## src/rtl/dualcc_pkg.sv

```systemverilog
package dualcc_pkg;
    localparam int XLEN     = 32;
    localparam int IMM_W    = 14;
    localparam int RIDX_W   = 5;
    localparam int CC_SETS  = 2;
    localparam int CC_SEL_W = (CC_SETS > 1) ? $clog2(CC_SETS) : 1;
    localparam int KIND_W   = 2;
    localparam int COND_W   = 4;
    localparam int CCF_W    = 4;
    localparam int WORD_SH  = 2;

    typedef enum logic [KIND_W-1:0] {
        K_NOP   = 2'd0,
        K_SUBCC = 2'd1,
        K_CMOV  = 2'd2,
        K_JCC   = 2'd3
    } uop_kind_e;

    typedef struct packed {
        logic n;
        logic z;
        logic c;
        logic v;
    } ccf_t;

    localparam logic [COND_W-1:0] C_ALWAYS = 4'd0;
    localparam logic [COND_W-1:0] C_EQ     = 4'd1;
    localparam logic [COND_W-1:0] C_NE     = 4'd2;
    localparam logic [COND_W-1:0] C_LT     = 4'd3;
    localparam logic [COND_W-1:0] C_GE     = 4'd4;
    localparam logic [COND_W-1:0] C_LO     = 4'd5;
    localparam logic [COND_W-1:0] C_HS     = 4'd6;
    localparam logic [COND_W-1:0] C_NEVER  = 4'd7;

    typedef enum logic [1:0] {
        ST_RUN  = 2'd0,
        ST_SLOT = 2'd1,
        ST_EMIT = 2'd2
    } br_state_e;
endpackage

```

## src/rtl/dualcc_flag_bank.sv

```systemverilog
module dualcc_flag_bank
    import dualcc_pkg::*;
(
    input  logic                    clk,
    input  logic                    rst_n,
    input  logic                    wr_en,
    input  logic [CC_SEL_W-1:0]     wr_sel,
    input  ccf_t                    wr_val,
    input  logic [CC_SEL_W-1:0]     rd_sel,
    output ccf_t                    rd_val,
    output logic [CC_SETS*CCF_W-1:0] all_flat
);
    genvar g;
    generate
        for (g = 0; g < CC_SETS; g++) begin : g_set
            ccf_t q;
            always_ff @(posedge clk or negedge rst_n) begin
                if (!rst_n) begin
                    q <= '0;
                end else if (wr_en && (wr_sel == CC_SEL_W'(g))) begin
                    q <= wr_val;
                end
            end
            assign all_flat[g*CCF_W +: CCF_W] = q;
        end
    endgenerate

    assign rd_val = all_flat[rd_sel*CCF_W +: CCF_W];
endmodule

```

## src/rtl/dualcc_cond_eval.sv

```systemverilog
module dualcc_cond_eval
    import dualcc_pkg::*;
(
    input  ccf_t              flags,
    input  logic [COND_W-1:0] cond,
    output logic              hold
);
    always_comb begin
        case (cond)
            C_ALWAYS: hold = 1'b1;
            C_EQ:     hold = flags.z;
            C_NE:     hold = !flags.z;
            C_LT:     hold = flags.n ^ flags.v;
            C_GE:     hold = !(flags.n ^ flags.v);
            C_LO:     hold = !flags.c;
            C_HS:     hold = flags.c;
            C_NEVER:  hold = 1'b0;
            default:  hold = 1'b0;
        endcase
    end
endmodule

```

## src/rtl/dualcc_sub_flags.sv

```systemverilog
module dualcc_sub_flags
    import dualcc_pkg::*;
(
    input  logic [XLEN-1:0] opa,
    input  logic [XLEN-1:0] opb,
    output logic [XLEN-1:0] diff,
    output ccf_t            flags
);
    logic [XLEN:0] wide;

    always_comb begin
        wide    = {1'b0, opa} + {1'b0, ~opb} + {{XLEN{1'b0}}, 1'b1};
        diff    = wide[XLEN-1:0];
        flags.n = diff[XLEN-1];
        flags.z = (diff == '0);
        flags.c = wide[XLEN];
        flags.v = (opa[XLEN-1] != opb[XLEN-1]) && (diff[XLEN-1] != opa[XLEN-1]);
    end
endmodule

```

## src/rtl/dualcc_branch_fsm.sv

```systemverilog
module dualcc_branch_fsm
    import dualcc_pkg::*;
(
    input  logic             clk,
    input  logic             rst_n,
    input  logic             uop_valid,
    input  logic             is_jcc,
    input  logic             cond_hold,
    input  logic [XLEN-1:0]  pc,
    input  logic [IMM_W-1:0] offset,
    output logic             redir_valid,
    output logic [XLEN-1:0]  redir_target
);
    br_state_e       state, state_nxt;
    logic            take;
    logic [XLEN-1:0] tgt_calc;

    assign take     = uop_valid && is_jcc && cond_hold && (state != ST_SLOT);
    assign tgt_calc = pc + ({{(XLEN-IMM_W){offset[IMM_W-1]}}, offset} << WORD_SH);

    always_comb begin
        state_nxt = state;
        unique case (state)
            ST_RUN:  if (take) state_nxt = ST_SLOT;
            ST_SLOT: if (uop_valid) state_nxt = ST_EMIT;
            ST_EMIT: state_nxt = take ? ST_SLOT : ST_RUN;
            default: state_nxt = ST_RUN;
        endcase
    end

    always_ff @(posedge clk or negedge rst_n) begin
        if (!rst_n) state <= ST_RUN;
        else        state <= state_nxt;
    end

    always_ff @(posedge clk or negedge rst_n) begin
        if (!rst_n)    redir_target <= '0;
        else if (take) redir_target <= tgt_calc;
    end

    always_comb begin
        redir_valid = (state == ST_EMIT);
    end
endmodule

```

## src/rtl/dualcc_exec_unit.sv

```systemverilog
module dualcc_exec_unit
    import dualcc_pkg::*;
(
    input  logic              clk,
    input  logic              rst_n,
    input  logic              uop_valid,
    input  logic [1:0]        uop_kind,
    input  logic              flag_sel,
    input  logic [3:0]        cond,
    input  logic              use_imm,
    input  logic [31:0]       src_a,
    input  logic [31:0]       src_b,
    input  logic [13:0]       imm14,
    input  logic [4:0]        dst_idx,
    input  logic [31:0]       pc,
    output logic              wr_en,
    output logic [4:0]        wr_idx,
    output logic [31:0]       wr_data,
    output logic              redir_valid,
    output logic [31:0]       redir_target
);
    uop_kind_e                kind;
    logic [XLEN-1:0]          opnd_b;
    logic [XLEN-1:0]          diff;
    ccf_t                     new_flags;
    ccf_t                     sel_flags;
    logic                     cond_hold;
    logic                     is_sub;
    logic                     is_mov;
    logic [CC_SETS*CCF_W-1:0] cc_all;

    assign kind   = uop_kind_e'(uop_kind);
    assign is_sub = uop_valid && (kind == K_SUBCC);
    assign is_mov = uop_valid && (kind == K_CMOV);
    assign opnd_b = use_imm ? {{(XLEN-IMM_W){imm14[IMM_W-1]}}, imm14} : src_b;

    dualcc_sub_flags u_sub (
        .opa   (src_a),
        .opb   (opnd_b),
        .diff  (diff),
        .flags (new_flags)
    );

    dualcc_flag_bank u_bank (
        .clk      (clk),
        .rst_n    (rst_n),
        .wr_en    (is_sub),
        .wr_sel   (flag_sel),
        .wr_val   (new_flags),
        .rd_sel   (flag_sel),
        .rd_val   (sel_flags),
        .all_flat (cc_all)
    );

    dualcc_cond_eval u_cond (
        .flags (sel_flags),
        .cond  (cond),
        .hold  (cond_hold)
    );

    dualcc_branch_fsm u_br (
        .clk          (clk),
        .rst_n        (rst_n),
        .uop_valid    (uop_valid),
        .is_jcc       (kind == K_JCC),
        .cond_hold    (cond_hold),
        .pc           (pc),
        .offset       (imm14),
        .redir_valid  (redir_valid),
        .redir_target (redir_target)
    );

    always_ff @(posedge clk or negedge rst_n) begin
        if (!rst_n) begin
            wr_en   <= 1'b0;
            wr_idx  <= '0;
            wr_data <= '0;
        end else begin
            wr_en  <= is_sub || is_mov;
            wr_idx <= dst_idx;
            if (is_sub)      wr_data <= diff;
            else if (is_mov) wr_data <= cond_hold ? src_a : opnd_b;
        end
    end
endmodule

```

## config.mk

```make
export PLATFORM = sky130hd
export DESIGN_NAME = dualcc_exec_unit
export DESIGN_NICKNAME = d
export VERILOG_FILES = /design/src/rtl/dualcc_pkg.sv /design/src/rtl/dualcc_flag_bank.sv /design/src/rtl/dualcc_cond_eval.sv /design/src/rtl/dualcc_sub_flags.sv /design/src/rtl/dualcc_branch_fsm.sv /design/src/rtl/dualcc_exec_unit.sv
export SDC_FILE = /design/constraint.sdc
export NUM_CORES = 1
export LEC_CHECK = 0
export BUFFER_PORTS_ARGS = -buffer_cell sky130_fd_sc_hd__buf_2
export CAP_MARGIN = 0
export CORE_ASPECT_RATIO = 1.2
export CORE_MARGIN = 2
export CORE_UTILIZATION = 49
export DETAILED_ROUTE_END_ITERATION = 8
export PLACE_DENSITY = 0.88
export SLEW_MARGIN = 0
export SYNTH_ARGS = -nofsm -noshare
export SYNTH_HDL_FRONTEND = slang
export SYNTH_SLANG_ARGS = --single-unit
```

## constraint.sdc

```tcl
create_clock -name clk -period 2.2 [get_ports clk]
set_clock_uncertainty 0.1 [all_clocks]
set_input_delay 0.44 -clock clk [delete_from_list [all_inputs] [get_ports clk]]
set_output_delay 0.44 -clock clk [all_outputs]
set_load 0.05 [all_outputs]
```

==> results of run 1 <==
[synth_stat cells (all sizes together) (3+ instances only)]
cell type	count
inv	31
mux2	10
nand2b	11
clkbuf	35
a21o	19
o21a	15
buf	6
nor4	5
nor3b	4
or2	5
o21bai	6
nor3	10
o211ai	11
o21ai	135
a211oi	9
nand3	7
nor2	44
nand4	5
a21boi	5
dfrtp	80
o31ai	33
and2	6
nor2b	7
nand2	121
a21oi	76
xor2	19
mux2i	23
xnor2	34
ha	65
a31oi	8
nor4b	3
o41ai	3
o2111ai	5
or3	4
a2111oi	3
[per-stage QoR]
stage               hold slack, ns  std cells  instance area (µm²)  setup WS (ns)
floorplan                  0.04441        898                 7656         -1.328
global placement            0.3458       1451                10330         -1.602
detailed placement          0.3518       1451                10330         -1.721
CTS                        0.09258       1514                12280         -1.214
[repair_timing]
| action | CTS |
|---|---|
| endpoints found under the setup margin | 72 |
| resized for setup | 278 |
| gates cloned | 6 |
| setup buffers | 48 |
| hold buffers | 1 |
| pin swaps | 146 |
| hold endpoints to repair | 28 |
[cell families after synthesis]
logic type | share of synthesized area
simple gates | 0.1535
flops | 0.2763
mux | 0.05043
xor+xnor | 0.06408
buf+inv | 0.04007
compound gates | 0.2978
fa+ha+maj | 0.1178
[routing by layer]
metal  GRT usage  overflow
met5      0.3500         3
met2      0.9797       108
met1      0.7901         2
met3      0.7061         3
met4      0.8976        65
==> flow_results.xml, run 1 <==
<?xml version="1.0" encoding="UTF-8"?>
<metrics>
  <group name="yosys">
    <metric name="post_synth_inst_count" unit="">898</metric>
    <metric name="ys_seq_area_frac" unit="">0.2763</metric>
    <metric name="ys_async_sr_fraction" unit="">1.000</metric>
    <metric name="synthFlopType" unit="">sky130_fd_sc_hd__dfrtp_1</metric>
    <metric name="synth_top_area_frac" unit="">0.2763</metric>
    <metric name="yosys_register_bits" unit="">80</metric>
    <metric name="synth_enable_flop_cells" unit="">0</metric>
    <metric name="synth.net_count" unit="">1091</metric>
    <metric name="synth_area_per_cell" unit="µm²">8.067</metric>
    <metric name="synth_top_area_cell" unit="">sky130_fd_sc_hd__dfrtp_1</metric>
    <metric name="synth_cell_type_count" unit="">70</metric>
    <metric name="synth.area.top_cells" unit="">sky130_fd_sc_hd__dfrtp_1, sky130_fd_sc_hd__ha_1, sky130_fd_sc_hd__o21ai_0</metric>
    <metric name="synth_warnings" unit="">0</metric>
    <metric name="mappedNetlistArea" unit="µm²">7244</metric>
  </group>
  <group name="clock_tree">
    <metric name="cts_inserted_buffers" unit="">9</metric>
    <metric name="root_buffer" unit="">sky130_fd_sc_hd__clkbuf_16</metric>
    <metric name="htree_num_levels" unit="">3</metric>
    <metric name="clkSinkCount" unit="">80</metric>
    <metric name="cts-root-to-sink-buffers" unit="">2</metric>
  </group>
  <group name="placement">
    <metric name="port_buffers" unit="">196</metric>
    <metric name="detailedPlacementHpwl" unit="mm">21.26</metric>
    <metric name="globalplace.congestion" unit="">0.9783</metric>
  </group>
  <group name="status">
    <metric name="failing_step" unit="">5_1_grt</metric>
    <metric name="status" unit="">did not finish</metric>
    <metric name="error_message" unit="">[ERROR GRT-0232] Routing congestion too high. Check the congestion heatmap in the GUI.</metric>
  </group>
  <group name="floorplanning">
    <metric name="start_util" unit="">0.5026</metric>
    <metric name="number_of_placed_i_o_pins" unit="">197</metric>
    <metric name="die_width" unit="µm">115.0</metric>
    <metric name="die_y" unit="µm">137.2</metric>
    <metric name="placement_rows" unit="">48</metric>
  </group>
  <group name="timing">
    <metric name="endpoint_type" unit="">register input</metric>
    <metric name="grt_repair_worst_endpoint" unit="">u_bank.all_flat[2]$_DFFE_PN0P_/D</metric>
  </group>
  <group name="grt">
    <metric name="grt_overflow" unit="">181</metric>
    <metric name="track_usage" unit="">0.8290</metric>
    <metric name="grt_max_degree" unit="">45</metric>
  </group>
</metrics>
==> run 2: changes to the inputs <==
--- a/config.mk
+++ b/config.mk
@@ -7,11 +7,10 @@
 export LEC_CHECK = 0
 export BUFFER_PORTS_ARGS = -buffer_cell sky130_fd_sc_hd__buf_2
 export CAP_MARGIN = 0
-export CORE_ASPECT_RATIO = 1.2
 export CORE_MARGIN = 2
-export CORE_UTILIZATION = 49
+export CORE_UTILIZATION = 40
 export DETAILED_ROUTE_END_ITERATION = 8
-export PLACE_DENSITY = 0.88
+export PLACE_DENSITY_LB_ADDON = 0.15
 export SLEW_MARGIN = 0
 export SYNTH_ARGS = -nofsm -noshare
 export SYNTH_HDL_FRONTEND = slang
==> constraint.sdc (replaced) <==
create_clock -name clk -period 2.9 [get_ports clk]
set_clock_uncertainty 0.1 [all_clocks]
set_input_delay 0.58 -clock clk [delete_from_list [all_inputs] [get_ports clk]]
set_output_delay 0.58 -clock clk [all_outputs]
set_load 0.05 [all_outputs]
==> flow_results.xml, run 2 <==
<?xml version="1.0" encoding="UTF-8"?>
<metrics>
  <group name="status">
    <metric name="status" unit="">finished with violations</metric>
    <metric name="violated_checks" unit="">negative setup slack</metric>
  </group>
  <group name="timing">
    <metric name="timing.fmax" unit="GHz">0.2816</metric>
    <metric name="final_min_period_over_clock_period" unit="">1.224</metric>
    <metric name="setup_viol" unit="">21</metric>
    <metric name="rsz0062_at_grt" unit="">true</metric>
    <metric name="max-slew-margin-rel" unit="">0.5871</metric>
    <metric name="post-route-worst-setup-slack" unit="ns">-0.6506</metric>
    <metric name="maxSlewViolCount" unit="">0</metric>
    <metric name="report.final.hold_viol_count" unit="">0</metric>
    <metric name="worst_slew_pin_slew" unit="ns">0.6193</metric>
    <metric name="hold_ws" unit="ns">0.06485</metric>
    <metric name="final_period_minus_worst_setup_slack" unit="ns">3.551</metric>
  </group>
  <group name="floorplanning">
    <metric name="number_of_placed_i_o_pins" unit="">197</metric>
    <metric name="placement_rows" unit="">49</metric>
    <metric name="start_util" unit="">0.4061</metric>
    <metric name="core_area" unit="µm²">17840</metric>
    <metric name="design.die.area" unit="µm²">19200</metric>
    <metric name="die_y" unit="µm">138.6</metric>
    <metric name="die_width" unit="µm">138.6</metric>
  </group>
  <group name="placement">
    <metric name="port_buffers" unit="">196</metric>
    <metric name="dpl_worst_slack" unit="ns">-1.132</metric>
    <metric name="detailedPlacementHpwl" unit="mm">19.87</metric>
    <metric name="globalplace.congestion" unit="">0.9492</metric>
    <metric name="dpl.cell_count" unit="">1490</metric>
  </group>
  <group name="yosys">
    <metric name="post_synth_inst_count" unit="">898</metric>
    <metric name="synth.area.top_cells" unit="">sky130_fd_sc_hd__dfrtp_1, sky130_fd_sc_hd__ha_1, sky130_fd_sc_hd__o21ai_0</metric>
    <metric name="ys_seq_area_frac" unit="">0.2763</metric>
    <metric name="yosys_register_bits" unit="">80</metric>
    <metric name="synth_area_per_cell" unit="µm²">8.067</metric>
    <metric name="synth_cell_type_count" unit="">70</metric>
    <metric name="synth.net_count" unit="">1091</metric>
    <metric name="synth_top_area_cell" unit="">sky130_fd_sc_hd__dfrtp_1</metric>
    <metric name="synthFlopType" unit="">sky130_fd_sc_hd__dfrtp_1</metric>
    <metric name="mappedNetlistArea" unit="µm²">7244</metric>
    <metric name="synth_top_area_frac" unit="">0.2763</metric>
    <metric name="synth_warnings" unit="">0</metric>
    <metric name="synth_enable_flop_cells" unit="">0</metric>
    <metric name="ys_async_sr_fraction" unit="">1.000</metric>
    <metric name="synthTopCellsByCount" unit="">sky130_fd_sc_hd__o21ai_0, sky130_fd_sc_hd__nand2_1, sky130_fd_sc_hd__dfrtp_1</metric>
    <metric name="synth_most_common_cell" unit="">sky130_fd_sc_hd__o21ai_0</metric>
  </group>
  <group name="drt">
    <metric name="via_per_inst" unit="">5.378</metric>
    <metric name="detailroute.via_count" unit="">8234</metric>
    <metric name="firstDrtPassIters" unit="">4</metric>
    <metric name="drt_iter0_drcs" unit="">402</metric>
    <metric name="antenna_left" unit="">0</metric>
    <metric name="routed_wire_length_per_instance" unit="µm">16.95</metric>
    <metric name="wirelength" unit="mm">25.95</metric>
    <metric name="detail_route.drc_violations" unit="">0</metric>
  </group>
  <group name="final_layout">
    <metric name="final_layout_size_suffix_gt1_frac" unit="">0.4685</metric>
    <metric name="layout.cells.most_common" unit="">sky130_fd_sc_hd__buf_4</metric>
    <metric name="insertedDiodeCount" unit="">0</metric>
    <metric name="final_util" unit="">0.6507</metric>
    <metric name="finish.cell_count_without_fillers" unit="">1531</metric>
    <metric name="final_net_count" unit="">1490</metric>
    <metric name="most-common-layout-cells" unit="">sky130_fd_sc_hd__buf_4, sky130_fd_sc_hd__buf_2, sky130_fd_sc_hd__nand2_1</metric>
    <metric name="area_delta_synth_final" unit="%">60.24</metric>
  </group>
  <group name="critical_path">
    <metric name="startpoint_type" unit="">primary input</metric>
    <metric name="crit-reg2reg-launch" unit="">u_bank.all_flat[5]</metric>
    <metric name="r2r_end" unit="">wr_data[3]</metric>
    <metric name="cp_max_fo" unit="">4</metric>
    <metric name="cp-startpoint" unit="">use_imm</metric>
    <metric name="worst-r2r-setup-slack" unit="ns">0.29</metric>
    <metric name="cp.arrival" unit="ns">3.72</metric>
    <metric name="criticalPathCategory" unit="">primary input to flip-flop</metric>
    <metric name="worst_ep_required_time" unit="ns">3.07</metric>
    <metric name="ff_to_ff_path_depth" unit="">9</metric>
    <metric name="timing.critical_path.to_type" unit="">flip-flop</metric>
  </group>
  <group name="pwr">
    <metric name="cell_internal_pwr" unit="W">0.003598</metric>
    <metric name="total_switching_power" unit="W">0.003134</metric>
    <metric name="maximum_ir_drop_on_the_vdd_rail" unit="V">0.0004618</metric>
    <metric name="power_density" unit="nW/µm²">579.9</metric>
    <metric name="switching_share" unit="">0.4656</metric>
    <metric name="pwr-share-clk" unit="">0.182</metric>
    <metric name="power.sequential.fraction" unit="">0.234</metric>
    <metric name="p_leak" unit="nW">5.553</metric>
    <metric name="combPwrFrac" unit="">0.584</metric>
    <metric name="totalPowerFinal" unit="W">0.006732</metric>
  </group>
  <group name="clock_tree">
    <metric name="cts_inserted_buffers" unit="">9</metric>
    <metric name="tritoncts_clock_tree" unit="">done</metric>
    <metric name="clkTransAtPathRegs" unit="ns">0.07</metric>
    <metric name="cts-root-to-sink-buffers" unit="">2</metric>
    <metric name="clock_latency" unit="ns">0.35</metric>
    <metric name="clkSinkCount" unit="">80</metric>
    <metric name="cts.hold.buffers_added" unit="">0</metric>
    <metric name="htree_num_levels" unit="">3</metric>
    <metric name="root_buffer" unit="">sky130_fd_sc_hd__clkbuf_16</metric>
  </group>
  <group name="grt">
    <metric name="grt_overflow" unit="">0</metric>
    <metric name="grt_max_degree" unit="">63</metric>
    <metric name="first_global_vias" unit="">7993</metric>
    <metric name="track_usage" unit="">0.2602</metric>
    <metric name="number_of_antenna_violations_at_the_first_check_in_global_routing" unit="">0</metric>
    <metric name="grt_first_pass_wirelength" unit="mm">40.52</metric>
  </group>
  <group name="run">
    <metric name="drv.max_cap_violation_count" unit="">0</metric>
  </group>
  <group name="min_path">
    <metric name="min_path_type" unit="">primary input to asynchronous set/reset pin</metric>
  </group>
</metrics>
[run 2: cell counts after synthesis]
No cell type changed its count.
[run 2: final cells by class]
type | count | area [µm²]
fill | 1484 | 6232
timing repair buffer | 429 | 2912
clock buffer | 9 | 225.2
inverter | 33 | 128.9
clock inverter | 7 | 77.57
tap | 229 | 286.5
sequential | 80 | 2002
multi-input combinational | 744 | 5977
[run 2: per-layer routing]
layer | vias to the layer above | global-route usage | share of wire
met2 | 244 | 0.4278 | 0.48
met5 | - | 0 | 0
met3 | 36 | 0.03971 | 0.046
li1 | 4095 | - | -
met4 | 0 | 0.07680 | 0.022
met1 | 3859 | 0.3561 | 0.46
[run 2: critical path, cell delays in order]
cell	delay, ns
sky130_fd_sc_hd__buf_8	0.11
sky130_fd_sc_hd__mux2_4	0.31
sky130_fd_sc_hd__ha_4	0.17
sky130_fd_sc_hd__fa_2	0.33
sky130_fd_sc_hd__nand3b_1	0.26
sky130_fd_sc_hd__a21oi_2	0.21
sky130_fd_sc_hd__o211ai_1	0.14
sky130_fd_sc_hd__a211oi_2	0.29
sky130_fd_sc_hd__nor2_1	0.09
sky130_fd_sc_hd__xnor2_1	0.15
sky130_fd_sc_hd__or4_4	0.54
sky130_fd_sc_hd__nor4b_4	0.22
sky130_fd_sc_hd__nand4b_1	0.16
sky130_fd_sc_hd__mux2i_1	0.17
[run 2: how the worst max path moves through the flow]
stage,end,slack [ns]
6_report,u_bank.all_flat[2],-0.65
5_1_grt,u_bank.all_flat[2],-0.80
4_1_cts,u_bank.all_flat[2],-0.61
3_5_place_dp,u_bank.all_flat[2],-1.13
3_3_place_gp,u_bank.all_flat[6],-1.05
2_1_floorplan,u_bank.all_flat[2],-0.77
[run 2: repair_timing]
action,CTS,global route
gates resized for setup,117,112
endpoints found under the setup margin,29,40
cloned,0,0
buffers inserted,22,19
pin swaps,45,72
[run 2: kinds of logic after synthesis]
| logic type | share of synthesized area |
|---|---|
| compound gates | 0.2978 |
| xor+xnor | 0.06408 |
| fa+ha+maj | 0.1178 |
| buf+inv | 0.04007 |
| flops | 0.2763 |
| mux | 0.05043 |
| simple gates | 0.1535 |
[run 2: metrics by stage]
step                setup TNS (ns)  instance area [µm²]
floorplan                   -6.465                 7407
global placement            -22.33                10120
detailed placement          -23.28                10120
CTS                         -5.954                11020
global route                -11.16                11610
finish                      -8.217                11610
[run 2: power groups by stage]
stage / registers [W] / clock network [W] / logic [W]
5_1_grt: 0.00161 / 0.00129 / 0.00420
3_5_place_dp: 0.00160 / 0 / 0.00346
2_1_floorplan: 0.00257 / 0 / 0.00123
4_1_cts: 0.00158 / 0.00125 / 0.00368
3_3_place_gp: 0.00158 / 0 / 0.00344
6_report: 0.00157 / 0.00123 / 0.00393
Note: power is estimated with default switching activity, not from simulation.
==> run 3: changes to the inputs <==
--- a/config.mk
+++ b/config.mk
@@ -8,10 +8,11 @@
 export BUFFER_PORTS_ARGS = -buffer_cell sky130_fd_sc_hd__buf_2
 export CAP_MARGIN = 0
 export CORE_MARGIN = 2
-export CORE_UTILIZATION = 40
+export CORE_UTILIZATION = 45
 export DETAILED_ROUTE_END_ITERATION = 8
 export PLACE_DENSITY_LB_ADDON = 0.15
 export SLEW_MARGIN = 0
 export SYNTH_ARGS = -nofsm -noshare
 export SYNTH_HDL_FRONTEND = slang
 export SYNTH_SLANG_ARGS = --single-unit
+export TNS_END_PERCENT = 10
==> constraint.sdc (replaced) <==
create_clock -name clk -period 2.95 [get_ports clk]
set_clock_uncertainty 0.1 [all_clocks]
set_input_delay 0.59 -clock clk [delete_from_list [all_inputs] [get_ports clk]]
set_output_delay 0.59 -clock clk [all_outputs]
set_load 0.05 [all_outputs]
==> flow_results.xml, run 3 (synthesis gave the netlist of run 2 again) <==
<?xml version="1.0" encoding="UTF-8"?>
<metrics>
  <group name="final_layout">
    <metric name="finish.cell_count_without_fillers" unit="">1501</metric>
    <metric name="most-common-layout-cells" unit="">sky130_fd_sc_hd__buf_4, sky130_fd_sc_hd__buf_2, sky130_fd_sc_hd__nand2_1</metric>
    <metric name="final_layout_size_suffix_gt1_frac" unit="">0.4220</metric>
    <metric name="finalInstanceArea" unit="µm²">10970</metric>
    <metric name="final_net_count" unit="">1471</metric>
    <metric name="layout.cells.most_common" unit="">sky130_fd_sc_hd__buf_4</metric>
    <metric name="area_delta_synth_final" unit="%">51.47</metric>
  </group>
  <group name="pwr">
    <metric name="maximum_ir_drop_on_the_vdd_rail" unit="V">0.0003651</metric>
    <metric name="p_leak" unit="nW">5.358</metric>
    <metric name="power_density" unit="nW/µm²">574.7</metric>
  </group>
  <group name="critical_path">
    <metric name="worst_ep_required_time" unit="ns">3.12</metric>
    <metric name="critical-path-top-delay-family" unit="">compound AO/OA/AOI/OAI gates</metric>
    <metric name="cp_max_fo" unit="">5</metric>
    <metric name="cp_num_buf_inv" unit="">2</metric>
    <metric name="timing.critical_path.cells" unit="">buf_12 -&gt; mux2_4 -&gt; ha_4 -&gt; fa_2 -&gt; nand3b_1 -&gt; a21oi_2 -&gt; o211ai_1 -&gt; a211oi_2 -&gt; buf_4 -&gt; o2111ai_4 -&gt; o22ai_2 -&gt; xor2_1 -&gt; nor4b_2 -&gt; nand4b_1 -&gt; mux2i_1</metric>
    <metric name="startpoint_type" unit="">primary input</metric>
    <metric name="max_stage_delay" unit="ns">0.34</metric>
    <metric name="criticalPathCategory" unit="">primary input to flip-flop</metric>
    <metric name="timing.critical_path.slowest_stage_cell" unit="">sky130_fd_sc_hd__fa_2</metric>
    <metric name="timing.critical_path.to_type" unit="">flip-flop</metric>
    <metric name="cp.arrival" unit="ns">3.75</metric>
  </group>
  <group name="placement">
    <metric name="dpl_worst_slack" unit="ns">-1.307</metric>
    <metric name="detailedPlacementHpwl" unit="mm">19.32</metric>
    <metric name="port_buffers" unit="">196</metric>
    <metric name="dpl.cell_count" unit="">1472</metric>
    <metric name="placed_instance_area" unit="µm²">10020</metric>
    <metric name="globalplace.congestion" unit="">0.9420</metric>
  </group>
  <group name="timing">
    <metric name="report.final.hold_viol_count" unit="">0</metric>
    <metric name="rsz0062_at_grt" unit="">true</metric>
    <metric name="worst_slew_pin_slew" unit="ns">0.8021</metric>
    <metric name="post-route-worst-setup-slack" unit="ns">-0.6367</metric>
    <metric name="setup_viol" unit="">22</metric>
    <metric name="final_min_period_over_clock_period" unit="">1.216</metric>
    <metric name="final_period_minus_worst_setup_slack" unit="ns">3.587</metric>
    <metric name="hold_ws" unit="ns">0.1493</metric>
    <metric name="timing.fmax" unit="GHz">0.2788</metric>
    <metric name="max-slew-margin-rel" unit="">0.4653</metric>
    <metric name="maxSlewViolCount" unit="">0</metric>
  </group>
  <group name="drt">
    <metric name="antenna_left" unit="">0</metric>
    <metric name="drt_iter0_drcs" unit="">459</metric>
    <metric name="firstDrtPassIters" unit="">5</metric>
    <metric name="detail_route.drc_violations" unit="">0</metric>
    <metric name="routed_wire_length_per_instance" unit="µm">16.70</metric>
    <metric name="wirelength" unit="mm">25.06</metric>
    <metric name="detailroute.via_count" unit="">8235</metric>
    <metric name="via_per_inst" unit="">5.486</metric>
  </group>
  <group name="clock_tree">
    <metric name="root_buffer" unit="">sky130_fd_sc_hd__clkbuf_16</metric>
    <metric name="cts-root-to-sink-buffers" unit="">2</metric>
    <metric name="clock_latency" unit="ns">0.34</metric>
    <metric name="tritoncts_clock_tree" unit="">done</metric>
    <metric name="clkSinkCount" unit="">80</metric>
    <metric name="htree_num_levels" unit="">3</metric>
    <metric name="cts_inserted_buffers" unit="">9</metric>
    <metric name="cts.hold.buffers_added" unit="">0</metric>
    <metric name="clkTransAtPathRegs" unit="ns">0.06</metric>
  </group>
  <group name="floorplanning">
    <metric name="design.die.area" unit="µm²">17130</metric>
    <metric name="die_width" unit="µm">130.9</metric>
    <metric name="core_area" unit="µm²">15830</metric>
    <metric name="die_y" unit="µm">130.9</metric>
    <metric name="start_util" unit="">0.4577</metric>
    <metric name="number_of_placed_i_o_pins" unit="">197</metric>
    <metric name="placement_rows" unit="">46</metric>
  </group>
  <group name="grt">
    <metric name="grt_max_degree" unit="">63</metric>
    <metric name="track_usage" unit="">0.2839</metric>
    <metric name="number_of_antenna_violations_at_the_first_check_in_global_routing" unit="">3</metric>
    <metric name="grt_overflow" unit="">0</metric>
    <metric name="first_global_vias" unit="">7621</metric>
    <metric name="grt_first_pass_wirelength" unit="mm">37.99</metric>
  </group>
  <group name="status">
    <metric name="violated_checks" unit="">negative setup slack</metric>
    <metric name="status" unit="">finished with violations</metric>
  </group>
  <group name="min_path">
    <metric name="min_path_type" unit="">primary input to asynchronous set/reset pin</metric>
  </group>
  <group name="run">
    <metric name="drv.max_cap_violation_count" unit="">0</metric>
  </group>
</metrics>
==> run 3: cell count changes in the layout (fill, tap and decap cells not counted), sizes merged <==
cell | previous run | this run
inv | 34 | 31
clkinv | 4 | 3
buf | 429 | 410
clkbuf | 9 | 12
diode | 0 | 3
==> run 3: worst paths after layout <==
check                                         from  cells after the start  slack, ns                     to
worst max register to register  u_bank.all_flat[6]                      8       0.41            wr_data[21]
worst max-delay path                       use_imm                     15      -0.64     u_bank.all_flat[2]
min in group clk                        dst_idx[0]                      1       0.25              wr_idx[0]
worst min register to register         wr_data[30]                      2       0.37            wr_data[30]
worst min-delay path                         rst_n                      1       0.15  u_br.redir_target[28]
max in group asynchronous                    rst_n                      2       1.90             wr_data[0]
==> run 3: power by group <==
| group | switching, W | internal, W | leakage [nW] | total (W) |
|---|---|---|---|---|
| sequential | 0.000147 | 0.00139 | 0.996 | 0.00154 |
| combinational | 0.00228 | 0.00133 | 4.22 | 0.00362 |
| clock | 0.000477 | 0.000675 | 0.139 | 0.00115 |
| total | 0.00291 | 0.00340 | 5.36 | 0.00631 |
==> run 3: per-stage QoR <==
step / setup TNS, ns / total power (W) / utilization
2_1_floorplan: -6.509 / 0.003726 / -
3_3_place_gp: -23.80 / 0.004882 / 0.6329
3_5_place_dp: -25.83 / 0.004923 / 0.6329
4_1_cts: -5.357 / 0.006232 / 0.6796
5_1_grt: -10.82 / 0.006676 / 0.6931
6_report: -6.872 / 0.006306 / 0.6933
==> run 3: layout make-up <==
class / count / area [µm²]
clock inverters: 3 / 42.54
multi-input cells: 744 / 5565
repair buffers: 410 / 2715
inverters: 33 / 123.9
diodes: 3 / 7.507
well taps: 216 / 270.3
flip-flops and latches: 80 / 2002
clock buffers: 12 / 246.5
fillers: 1347 / 4855
==> run 3: layer usage <==
layer,GRT usage,share of wire,vias up
li1,-,-,4056
met1,0.3823,0.45,3857
met2,0.4663,0.47,279
met3,0.04601,0.062,41
met4,0.09324,0.020,2
met5,0,0.00028,-
==> run 3: timing repair <==
item,in CTS,in global routing
gates cloned,1,0
buffers inserted,8,2
setup endpoints to repair,33,39
pin swaps,36,21
gates resized for setup,85,39
